<file path="src/rtl/nand_fe_pkg.sv">
package nand_fe_pkg;
    typedef enum logic [1:0] {MD_ARRAY, MD_STATUS, MD_ID} rd_mode_e;
    typedef enum logic [2:0] {PD_NONE, PD_READ, PD_PROG, PD_ERASE, PD_RNDOUT, PD_ID} pend_e;

    localparam logic [2:0] OPK_READ  = 3'd0;
    localparam logic [2:0] OPK_RDCP  = 3'd1;
    localparam logic [2:0] OPK_PROG  = 3'd2;
    localparam logic [2:0] OPK_CACHE = 3'd3;
    localparam logic [2:0] OPK_ERASE = 3'd4;

    localparam logic [7:0] C_RD_SETUP  = 8'h00;
    localparam logic [7:0] C_RD_GO     = 8'h30;
    localparam logic [7:0] C_RDCP_GO   = 8'h35;
    localparam logic [7:0] C_PG_SETUP  = 8'h80;
    localparam logic [7:0] C_PG_COL    = 8'h85;
    localparam logic [7:0] C_PG_GO     = 8'h10;
    localparam logic [7:0] C_CACHE_GO  = 8'h15;
    localparam logic [7:0] C_ER_SETUP  = 8'h60;
    localparam logic [7:0] C_ER_GO     = 8'hD0;
    localparam logic [7:0] C_RO_SETUP  = 8'h05;
    localparam logic [7:0] C_RO_GO     = 8'hE0;
    localparam logic [7:0] C_STATUS    = 8'h70;
    localparam logic [7:0] C_IDENT     = 8'h90;
    localparam logic [7:0] C_RESET     = 8'hFF;
endpackage

</file>
<file path="src/rtl/nand_edge_sync.sv">
module nand_edge_sync #(
    parameter logic INIT = 1'b1
) (
    input  logic clk,
    input  logic rst_n,
    input  logic din,
    output logic rise,
    output logic fall
);
    logic s1_q, s2_q;

    always_ff @(posedge clk or negedge rst_n) begin
        if (!rst_n) begin
            s1_q <= INIT;
            s2_q <= INIT;
        end else begin
            s1_q <= din;
            s2_q <= s1_q;
        end
    end

    assign rise = s1_q & ~s2_q;
    assign fall = ~s1_q & s2_q;
endmodule

</file>
<file path="src/rtl/nand_rsp_mux.sv">
module nand_rsp_mux
    import nand_fe_pkg::*;
(
    input  rd_mode_e   mode,
    input  logic [7:0] status_b,
    input  logic [2:0] id_idx,
    input  logic [7:0] arr_byte,
    output logic [7:0] rsp
);
    logic [7:0] id_b;

    always_comb begin
        case (id_idx)
            3'd0:    id_b = 8'hC8;
            3'd1:    id_b = 8'hA1;
            3'd2:    id_b = 8'h80;
            3'd3:    id_b = 8'h15;
            3'd4:    id_b = 8'h40;
            default: id_b = 8'h00;
        endcase
        case (mode)
            MD_STATUS: rsp = status_b;
            MD_ID:     rsp = id_b;
            default:   rsp = arr_byte;
        endcase
    end
endmodule

</file>
<file path="src/rtl/nand_cmd_front.sv">
module nand_cmd_front
    import nand_fe_pkg::*;
#(
    parameter int COL_W          = 12,
    parameter int ROW_W          = 16,
    parameter int RST_BUSY_CYC   = 625,
    parameter int CACHE_BUSY_CYC = 375
) (
    input  logic             clk,
    input  logic             rst_n,
    input  logic             ce_n,
    input  logic             cle,
    input  logic             ale,
    input  logic             we_n,
    input  logic             re_n,
    input  logic             wp_n,
    input  logic [7:0]       bus_in,
    output logic [7:0]       bus_out,
    output logic             busy_n,
    input  logic [7:0]       arr_rd_data,
    output logic [COL_W-1:0] col_addr,
    output logic [ROW_W-1:0] row_addr,
    output logic             wr_stb,
    output logic [7:0]       wr_data,
    output logic             op_start,
    output logic [2:0]       op_kind,
    output logic             op_abort,
    input  logic             op_done,
    input  logic             op_fail
);
    localparam int TMR_MAX = (RST_BUSY_CYC > CACHE_BUSY_CYC) ? RST_BUSY_CYC : CACHE_BUSY_CYC;
    localparam int TMR_W   = $clog2(TMR_MAX + 1);
    localparam int COL_HI  = COL_W - 8;

    typedef struct packed {
        rd_mode_e         mode;
        pend_e            pend;
        logic [2:0]       aidx;
        logic [2:0]       aend;
        logic [COL_W-1:0] col;
        logic [ROW_W-1:0] row;
        logic             rdy;
        logic             arr_busy;
        logic             fail;
        logic             tmr_run;
        logic [TMR_W-1:0] tmr;
        logic             loaded;
        logic [2:0]       id_idx;
        logic [7:0]       dout;
        logic             start;
        logic [2:0]       kind;
        logic             wr;
        logic [7:0]       wdat;
        logic             abort;
    } st_t;

    st_t st_d, st_q;

    logic we_rise, we_fall_unused, re_rise_unused, re_fall;
    logic [7:0] status_b, rsp_b;
    logic [15:0] col16, row16;

    nand_edge_sync #(.INIT(1'b1)) u_we_sync (
        .clk(clk), .rst_n(rst_n), .din(we_n), .rise(we_rise), .fall(we_fall_unused)
    );
    nand_edge_sync #(.INIT(1'b1)) u_re_sync (
        .clk(clk), .rst_n(rst_n), .din(re_n), .rise(re_rise_unused), .fall(re_fall)
    );

    assign status_b = {wp_n, st_q.rdy, ~st_q.arr_busy, 4'b0000, st_q.fail};

    nand_rsp_mux u_rsp (
        .mode(st_q.mode), .status_b(status_b), .id_idx(st_q.id_idx),
        .arr_byte(arr_rd_data), .rsp(rsp_b)
    );

    always_comb begin
        st_d       = st_q;
        st_d.start = 1'b0;
        st_d.wr    = 1'b0;
        st_d.abort = 1'b0;
        col16      = 16'(st_q.col);
        row16      = 16'(st_q.row);

        // column advance after a data write, once the strobe has been seen
        if (st_q.wr) begin
            st_d.col = st_q.col + 1'b1;
        end

        // busy timer (reset recovery or cache transfer)
        if (st_q.tmr_run) begin
            if (st_q.tmr == '0) begin
                st_d.tmr_run = 1'b0;
                st_d.rdy     = 1'b1;
            end else begin
                st_d.tmr = st_q.tmr - 1'b1;
            end
        end

        // array completion
        if (op_done && st_q.arr_busy) begin
            st_d.arr_busy = 1'b0;
            st_d.fail     = op_fail;
            if (!st_q.tmr_run) begin
                st_d.rdy = 1'b1;
            end
        end

        if (we_rise && !ce_n) begin
            if (cle) begin
                if (bus_in == C_RESET) begin
                    st_d.abort    = 1'b1;
                    st_d.arr_busy = 1'b0;
                    st_d.fail     = 1'b0;
                    st_d.rdy      = 1'b0;
                    st_d.tmr_run  = 1'b1;
                    st_d.tmr      = TMR_W'(RST_BUSY_CYC);
                    st_d.pend     = PD_READ;
                    st_d.aidx     = 3'd0;
                    st_d.aend     = 3'd4;
                    st_d.mode     = MD_ARRAY;
                    st_d.loaded   = 1'b0;
                end else if (bus_in == C_STATUS) begin
                    st_d.mode = MD_STATUS;
                end else if (st_q.rdy) begin
                    case (bus_in)
                        C_RD_SETUP: begin
                            st_d.pend = PD_READ;
                            st_d.aidx = 3'd0;
                            st_d.aend = 3'd4;
                            st_d.mode = MD_ARRAY;
                        end
                        C_RD_GO, C_RDCP_GO: begin
                            if (st_q.pend == PD_READ && st_q.aidx == st_q.aend) begin
                                st_d.start    = 1'b1;
                                st_d.kind     = (bus_in == C_RD_GO) ? OPK_READ : OPK_RDCP;
                                st_d.rdy      = 1'b0;
                                st_d.arr_busy = 1'b1;
                                st_d.mode     = MD_ARRAY;
                            end
                            st_d.pend = PD_NONE;
                        end
                        C_PG_SETUP: begin
                            st_d.pend   = PD_PROG;
                            st_d.aidx   = 3'd0;
                            st_d.aend   = 3'd4;
                            st_d.loaded = 1'b0;
                        end
                        C_PG_COL: begin
                            if (st_q.pend == PD_PROG) begin
                                st_d.aidx = 3'd0;
                                st_d.aend = 3'd2;
                            end
                        end
                        C_PG_GO, C_CACHE_GO: begin
                            if (st_q.pend == PD_PROG && st_q.loaded && st_q.aidx == st_q.aend) begin
                                st_d.start    = 1'b1;
                                st_d.rdy      = 1'b0;
                                st_d.arr_busy = 1'b1;
                                if (bus_in == C_CACHE_GO) begin
                                    st_d.kind    = OPK_CACHE;
                                    st_d.tmr_run = 1'b1;
                                    st_d.tmr     = TMR_W'(CACHE_BUSY_CYC);
                                end else begin
                                    st_d.kind = OPK_PROG;
                                end
                            end
                            st_d.pend   = PD_NONE;
                            st_d.loaded = 1'b0;
                        end
                        C_ER_SETUP: begin
                            st_d.pend = PD_ERASE;
                            st_d.aidx = 3'd2;
                            st_d.aend = 3'd4;
                        end
                        C_ER_GO: begin
                            if (st_q.pend == PD_ERASE && st_q.aidx == st_q.aend) begin
                                st_d.start    = 1'b1;
                                st_d.kind     = OPK_ERASE;
                                st_d.rdy      = 1'b0;
                                st_d.arr_busy = 1'b1;
                            end
                            st_d.pend = PD_NONE;
                        end
                        C_RO_SETUP: begin
                            st_d.pend = PD_RNDOUT;
                            st_d.aidx = 3'd0;
                            st_d.aend = 3'd2;
                        end
                        C_RO_GO: begin
                            if (st_q.pend == PD_RNDOUT && st_q.aidx == st_q.aend) begin
                                st_d.mode = MD_ARRAY;
                            end
                            st_d.pend = PD_NONE;
                        end
                        C_IDENT: begin
                            st_d.pend = PD_ID;
                            st_d.aidx = 3'd0;
                            st_d.aend = 3'd1;
                        end
                        default: st_d.pend = PD_NONE;
                    endcase
                end
            end else if (ale) begin
                if (st_q.rdy && st_q.pend != PD_NONE && st_q.aidx != st_q.aend) begin
                    st_d.aidx = st_q.aidx + 1'b1;
                    if (st_q.pend == PD_ID) begin
                        if (bus_in == 8'h00) begin
                            st_d.mode   = MD_ID;
                            st_d.id_idx = 3'd0;
                        end
                    end else begin
                        case (st_q.aidx)
                            3'd0: col16[7:0]  = bus_in;
                            3'd1: col16[15:8] = {4'b0000, bus_in[3:0]};
                            3'd2: row16[7:0]  = bus_in;
                            default: row16[15:8] = bus_in;
                        endcase
                        st_d.col = COL_W'(col16);
                        st_d.row = ROW_W'(row16);
                    end
                end
            end else begin
                if (st_q.rdy && st_q.pend == PD_PROG && st_q.aidx == st_q.aend) begin
                    st_d.wr     = 1'b1;
                    st_d.wdat   = bus_in;
                    st_d.loaded = 1'b1;
                end
            end
        end

        if (re_fall && !ce_n) begin
            st_d.dout = rsp_b;
            case (st_q.mode)
                MD_ARRAY: st_d.col = st_q.col + 1'b1;
                MD_ID: if (st_q.id_idx != 3'd5) st_d.id_idx = st_q.id_idx + 1'b1;
                default: ;
            endcase
        end
    end

    always_ff @(posedge clk or negedge rst_n) begin
        if (!rst_n) begin
            st_q          <= '0;
            st_q.mode     <= MD_ARRAY;
            st_q.pend     <= PD_READ;
            st_q.aend     <= 3'd4;
            st_q.rdy      <= 1'b1;
        end else begin
            st_q <= st_d;
        end
    end

    assign bus_out  = st_q.dout;
    assign busy_n   = st_q.rdy;
    assign col_addr = st_q.col;
    assign row_addr = st_q.row;
    assign wr_stb   = st_q.wr;
    assign wr_data  = st_q.wdat;
    assign op_start = st_q.start;
    assign op_kind  = st_q.kind;
    assign op_abort = st_q.abort;

    logic unused_ok;
    assign unused_ok = ^{we_fall_unused, re_rise_unused, COL_HI};
endmodule

</file>
<file path="config.mk">
export PLATFORM = sky130hd
export DESIGN_NAME = nand_cmd_front
export DESIGN_NICKNAME = d
export VERILOG_FILES = /design/src/rtl/nand_fe_pkg.sv /design/src/rtl/nand_edge_sync.sv /design/src/rtl/nand_rsp_mux.sv /design/src/rtl/nand_cmd_front.sv
export SDC_FILE = /design/constraint.sdc
export NUM_CORES = 1
export LEC_CHECK = 0
export ABC_CLOCK_PERIOD_IN_PS = 3460
export CAP_MARGIN = 20
export CORE_ASPECT_RATIO = 0.75
export CORE_MARGIN = 2
export CORE_UTILIZATION = 64
export DETAILED_ROUTE_END_ITERATION = 7
export DONT_BUFFER_PORTS = 1
export PLACE_DENSITY = 0.89
export SYNTH_ARGS = -nofsm -noshare
export SYNTH_HDL_FRONTEND = slang
export SYNTH_HIERARCHICAL = 1
export SYNTH_SLANG_ARGS = --single-unit
</file>
<file path="constraint.sdc">
create_clock -name clk -period 3.46 [get_ports clk]
set_input_delay 0.346 -clock clk [delete_from_list [all_inputs] [get_ports clk]]
set_output_delay 0.346 -clock clk [all_outputs]
set_load 0.05 [all_outputs]
</file>
# ---- Yosys cells after proc, flatten, opt, wreduce, memory -nomap -nowiden
# Index checks and enable logic that the tools add are counted.
dict set report classes {
  n_addsub 4
  n_eq_ne 44
  muxes 82
  bitwise 11
  reduce_logical 42
}
# cell count
set ops {}
lappend ops {{two-way mux 28 bit} 4}
lappend ops {{two-way mux 11 bit} 7}
lappend ops {{two-way mux 12 bit} 6}
lappend ops {{== test 8 bit, second input constant} 6}
lappend ops {{two-way mux 46 bit} 1}
lappend ops {{case mux 8 bit (5 select lines)} 1}
lappend ops {{two-way mux 9 bit} 4}
lappend ops {{two-way mux 3 bit} 11}
lappend ops {{two-way mux 4 bit} 8}
lappend ops {{case mux 6 bit (5 select lines)} 1}
lappend ops {{two-way mux 14 bit} 2}
lappend ops {{two-way mux 2 bit} 14}
lappend ops {{two-way mux 8 bit} 3}
lappend ops {{AND reduction 6 bit} 4}
lappend ops {{case mux 3 bit (6 select lines)} 1}
lappend ops {{AND reduction 9 bit} 2}
lappend ops {{== test 8 x 5 -> 1 bit, second input constant} 2}
lappend ops {{== test 8 x 6 -> 1 bit, second input constant} 2}
lappend ops {{== test 8 x 7 -> 1 bit, second input constant} 2}
lappend ops {{case mux 8 bit (2 select lines)} 1}
lappend ops {{== test 3 x 2 -> 1 bit, second input constant} 5}
lappend ops {{two-way mux 1 bit} 13}
lappend ops {{adder 12 x 1 -> 12 bit, second input constant} 1}
lappend ops {{logical AND 1 bit} 12}
lappend ops {{37 further kinds} 70}
dict set report word_totals {
  ff_bits 83
  input_bits 26
  out_inout_bits 51
  word_cells 207
}

# ---- Logic depth before layout (Yosys ltp)
dict set report logic_depth {
  word_depth 15
  mapped_depth 8
  mapped_depth_nobuf 7
}

# ---- Hierarchy
# Netlist, hierarchy kept.
# module n_inst cells_per_inst area_each_um2 seq_area_each_um2
set by_module_without_submodules {}
lappend by_module_without_submodules {nand_cmd_front 1 491 4857.2 1980.6}
lappend by_module_without_submodules {nand_rsp_mux 1 30 201.4 0.0}
lappend by_module_without_submodules {nand_edge_sync 2 4 67.6 52.6}

# ---- Worst setup path before layout
# No wires, ideal clock.
dict set report synth_timing {
  path_kind {register to register}
  start {register u_we_sync.s1_q}
  end {register st_q (netlist bit row_addr[0])}
  setup_ns 0.125
  arrival_ns 2.344
  required_time_ns 3.335
  setup_slack_ns 0.991
  stages_incl_launch_ff 8
  path_buffers 1
  period_less_slack_ns 2.469
  cell_sequence {dfstp_2 -> nor2b_1 -> or3b_1 -> clkbuf_1 -> a21oi_2 -> nand2_1 -> nor3b_4 -> mux2_2}
}
dict set report synth_via {
  elab_chain_len 3
}
# element line_no
set synth_lines {}
lappend synth_lines {{start: declaration} nand_edge_sync.sv:10} ;# logic s1_q, s2_q;
lappend synth_lines {{start signal: assignment} nand_edge_sync.sv:17} ;# s1_q <= din;
lappend synth_lines {{bitwise AND 1 bit} nand_edge_sync.sv:22} ;# assign rise = s1_q & ~s2_q;
lappend synth_lines {{net we_rise} nand_cmd_front.sv:59} ;# logic we_rise, we_fall_unused, re_rise_unused, re_fall;
lappend synth_lines {{logical AND 1 bit} nand_cmd_front.sv:109} ;# if (we_rise && !ce_n) begin
lappend synth_lines {{AND reduction 6 bit (no line)} n/a}
lappend synth_lines {{end signal: assignment} nand_cmd_front.sv:250} ;# st_q <= st_d;
lappend synth_lines {{end: declaration} nand_cmd_front.sv:57} ;# st_t st_d, st_q;
# The timed path passes the listed nets, and every way through them passes these cells.
# A chain may end at the register's enable or synchronous reset.

# ---- Worst setup path in the final report
# Ends and elaborated chain as after synthesis.

==> results.json <==
{
  "die_x_um": 108,
  "initialDrtViolationCount": 465,
  "crit_fanout": 8,
  "route.detailed.drc": 0,
  "ios": 77,
  "cap_violations": 0,
  "required_ns": 3.71,
  "cts_root_buffer": "clkbuf_8",
  "fmax_ghz": 0.363,
  "cts.path.max_buffers": 2,
  "yosysWarnings": 6,
  "post-dp-hpwl_um": 8390,
  "leakagePower_nw": 2.21,
  "cts.repair.resized": 0,
  "wire_per_inst_um": 20.1,
  "via_count": 3980,
  "syn_avg_cell_area_um2": 9.83,
  "core-area_um2": 7880,
  "power_density_nw_per_um2": 448,
  "cp.arrival_ns": 3.00,
  "period_minus_slack_ns": 2.75,
  "cts_tree": "done",
  "num-nets-final": 513,
  "die_area_um2": 8840,
  "tightest_slew_ns": 0.871,
  "n_antenna_cell": 0,
  "critPathKind": "reg -> reg",
  "grt_pass1_vias": 3715,
  "tns_ns": 0,
  "gp_congestion": 0.948,
  "start_util_pct": 65.7,
  "total_power_w": 0.00230,
  "clkTransAtPathRegs_ns": 0.09,
  "syn-cell-area_um2": 5180,
  "worstHoldPathType": "in -> reg",
  "gr-usage-all-layers_pct": 27.8,
  "start_kind": "register",
  "cts_max_level": 3,
  "grt_overflow": 0,
  "hold_viol_final": 0,
  "fin_crit_sh_pct": 79.6,
  "fin_worst_skew_ns": 0.0186,
  "final_cell_mix": "76 x dfrtp_1, 40 x nand2_1, 40 x mux2_2",
  "syn2layout_area_growth_pct": -0.725,
  "vias_per_cell": 6.78,
  "syn_inst": 527,
  "finalSetupViolations": 0,
  "grt_pass1_wl_um": 18800,
  "max-slew-margin-rel_pct": 41.1,
  "ant_nets": 0,
  "endpoint_kind": "register",
  "rsz0062_at_grt": "false",
  "chipHeight_um": 81.9,
  "clock_sinks": 83,
  "slew_violations": 0,
  "cts_buffers": 9,
  "clock_latency_ns": 0.37,
  "final_common_cell": "dfrtp_1",
  "drive_above_1_share_pct": 17.6,
  "antenna_found_initial": 0,
  "drtPass1Iterations": 5,
  "status": "completed",
  "hold_ws_ns": 0.0620,
  "rows": 28,
  "drt_wl_total_um": 11800,
  "vdd_drop_max_v": 0.000222,
  "portBuffers": 0,
  "grt_max_degree": 84
}
-- critical path, cell delays in order (launching register included) --
cell     delay (ns)
dfstp_2        0.54
nor2b_1        0.33
or3b_1         0.47
a21oi_2        0.22
nand2_1        0.23
nor3b_4        0.45
mux2_2         0.39
-- registers in the layout (all words and copies together) (netlist names) --
signal          cells
u_we_sync/s1_q      1
row_addr           16
op_abort            1
u_re_sync/s1_q      1
st_q               28
wr_stb              1
col_addr           12
op_start            1
wr_data             8
busy_n              1
u_re_sync/s2_q      1
op_kind             3
u_we_sync/s2_q      1
bus_out             8
-- report_power, final --
part / leakage, nW / switching [W] / internal, W / total (W)
registers: 1.04 / 0.000211 / 0.00105 / 0.00126
logic: 1.07 / 0.000162 / 0.000139 / 0.000301
clock network: 0.0966 / 0.000382 / 0.000359 / 0.000741
-- path summary, 6_finish.rpt --
| path | slack (ns) | startpoint | cells past startpoint | end |
|---|---|---|---|---|
| worst max-delay path | 0.71 | u_we_sync/s1_q$_DFF_PN1_ | 6 | row_addr[0]$_DFFE_PN0P_ |
| worst min-delay path | 0.06 | cle | 1 | st_q[25]$_DFFE_PN0P_ |
| worst max register to register | 0.71 | u_we_sync/s1_q$_DFF_PN1_ | 6 | row_addr[0]$_DFFE_PN0P_ |
| worst min register to register | 0.36 | u_re_sync/s1_q$_DFF_PN1_ | 0 | u_re_sync/s2_q$_DFF_PN1_ |
| max in group asynchronous | 2.57 | rst_n | 2 | st_q[74]$_DFFE_PN1P_ |
| min in group asynchronous | 0.52 | rst_n | 2 | row_addr[8]$_DFFE_PN0P_ |
-- routing by layer --
layer	GRT usage [%]	routed length, um	up-vias
li1	-	-	1767
met1	40.2	5000	1929
met2	40.2	5240	253
met3	8.73	1340	31
met4	8.46	226	0
met5	0	0	-
-- through the flow --
| stage | instance area, um2 | setup slack [ns] | std cells | util [%] |
|---|---|---|---|---|
| finish | 5140 | 0.705 | 587 | 65.2 |
| global route | 5140 | 0.539 | 587 | 65.2 |
| CTS | 5140 | 0.749 | 587 | 65.2 |
| detailed placement | 4870 | 0.782 | 567 | 61.8 |
| global placement | 4870 | 0.870 | 567 | 61.8 |
| floorplan | 5190 | 1.00 | 530 | - |
-- timing repair --
action | 4_1_cts | 5_1_grt
endpoints found under the hold margin | 85 | 0
buffers inserted | 0 | 0
hold buffers | 4 | 0
-- layout make-up --
| type | count | area, um2 |
|---|---|---|
| Clock buffer | 10 | 138 |
| Clock inverter | 6 | 72.6 |
| Fill cell | 594 | 2740 |
| Inverter | 23 | 86.3 |
| Multi-Input combinational cell | 353 | 2550 |
| Sequential cell | 83 | 2090 |
| Tap cell | 105 | 131 |
| Timing Repair Buffer | 7 | 80.1 |
Note: power is estimated with default switching activity, not from simulation.
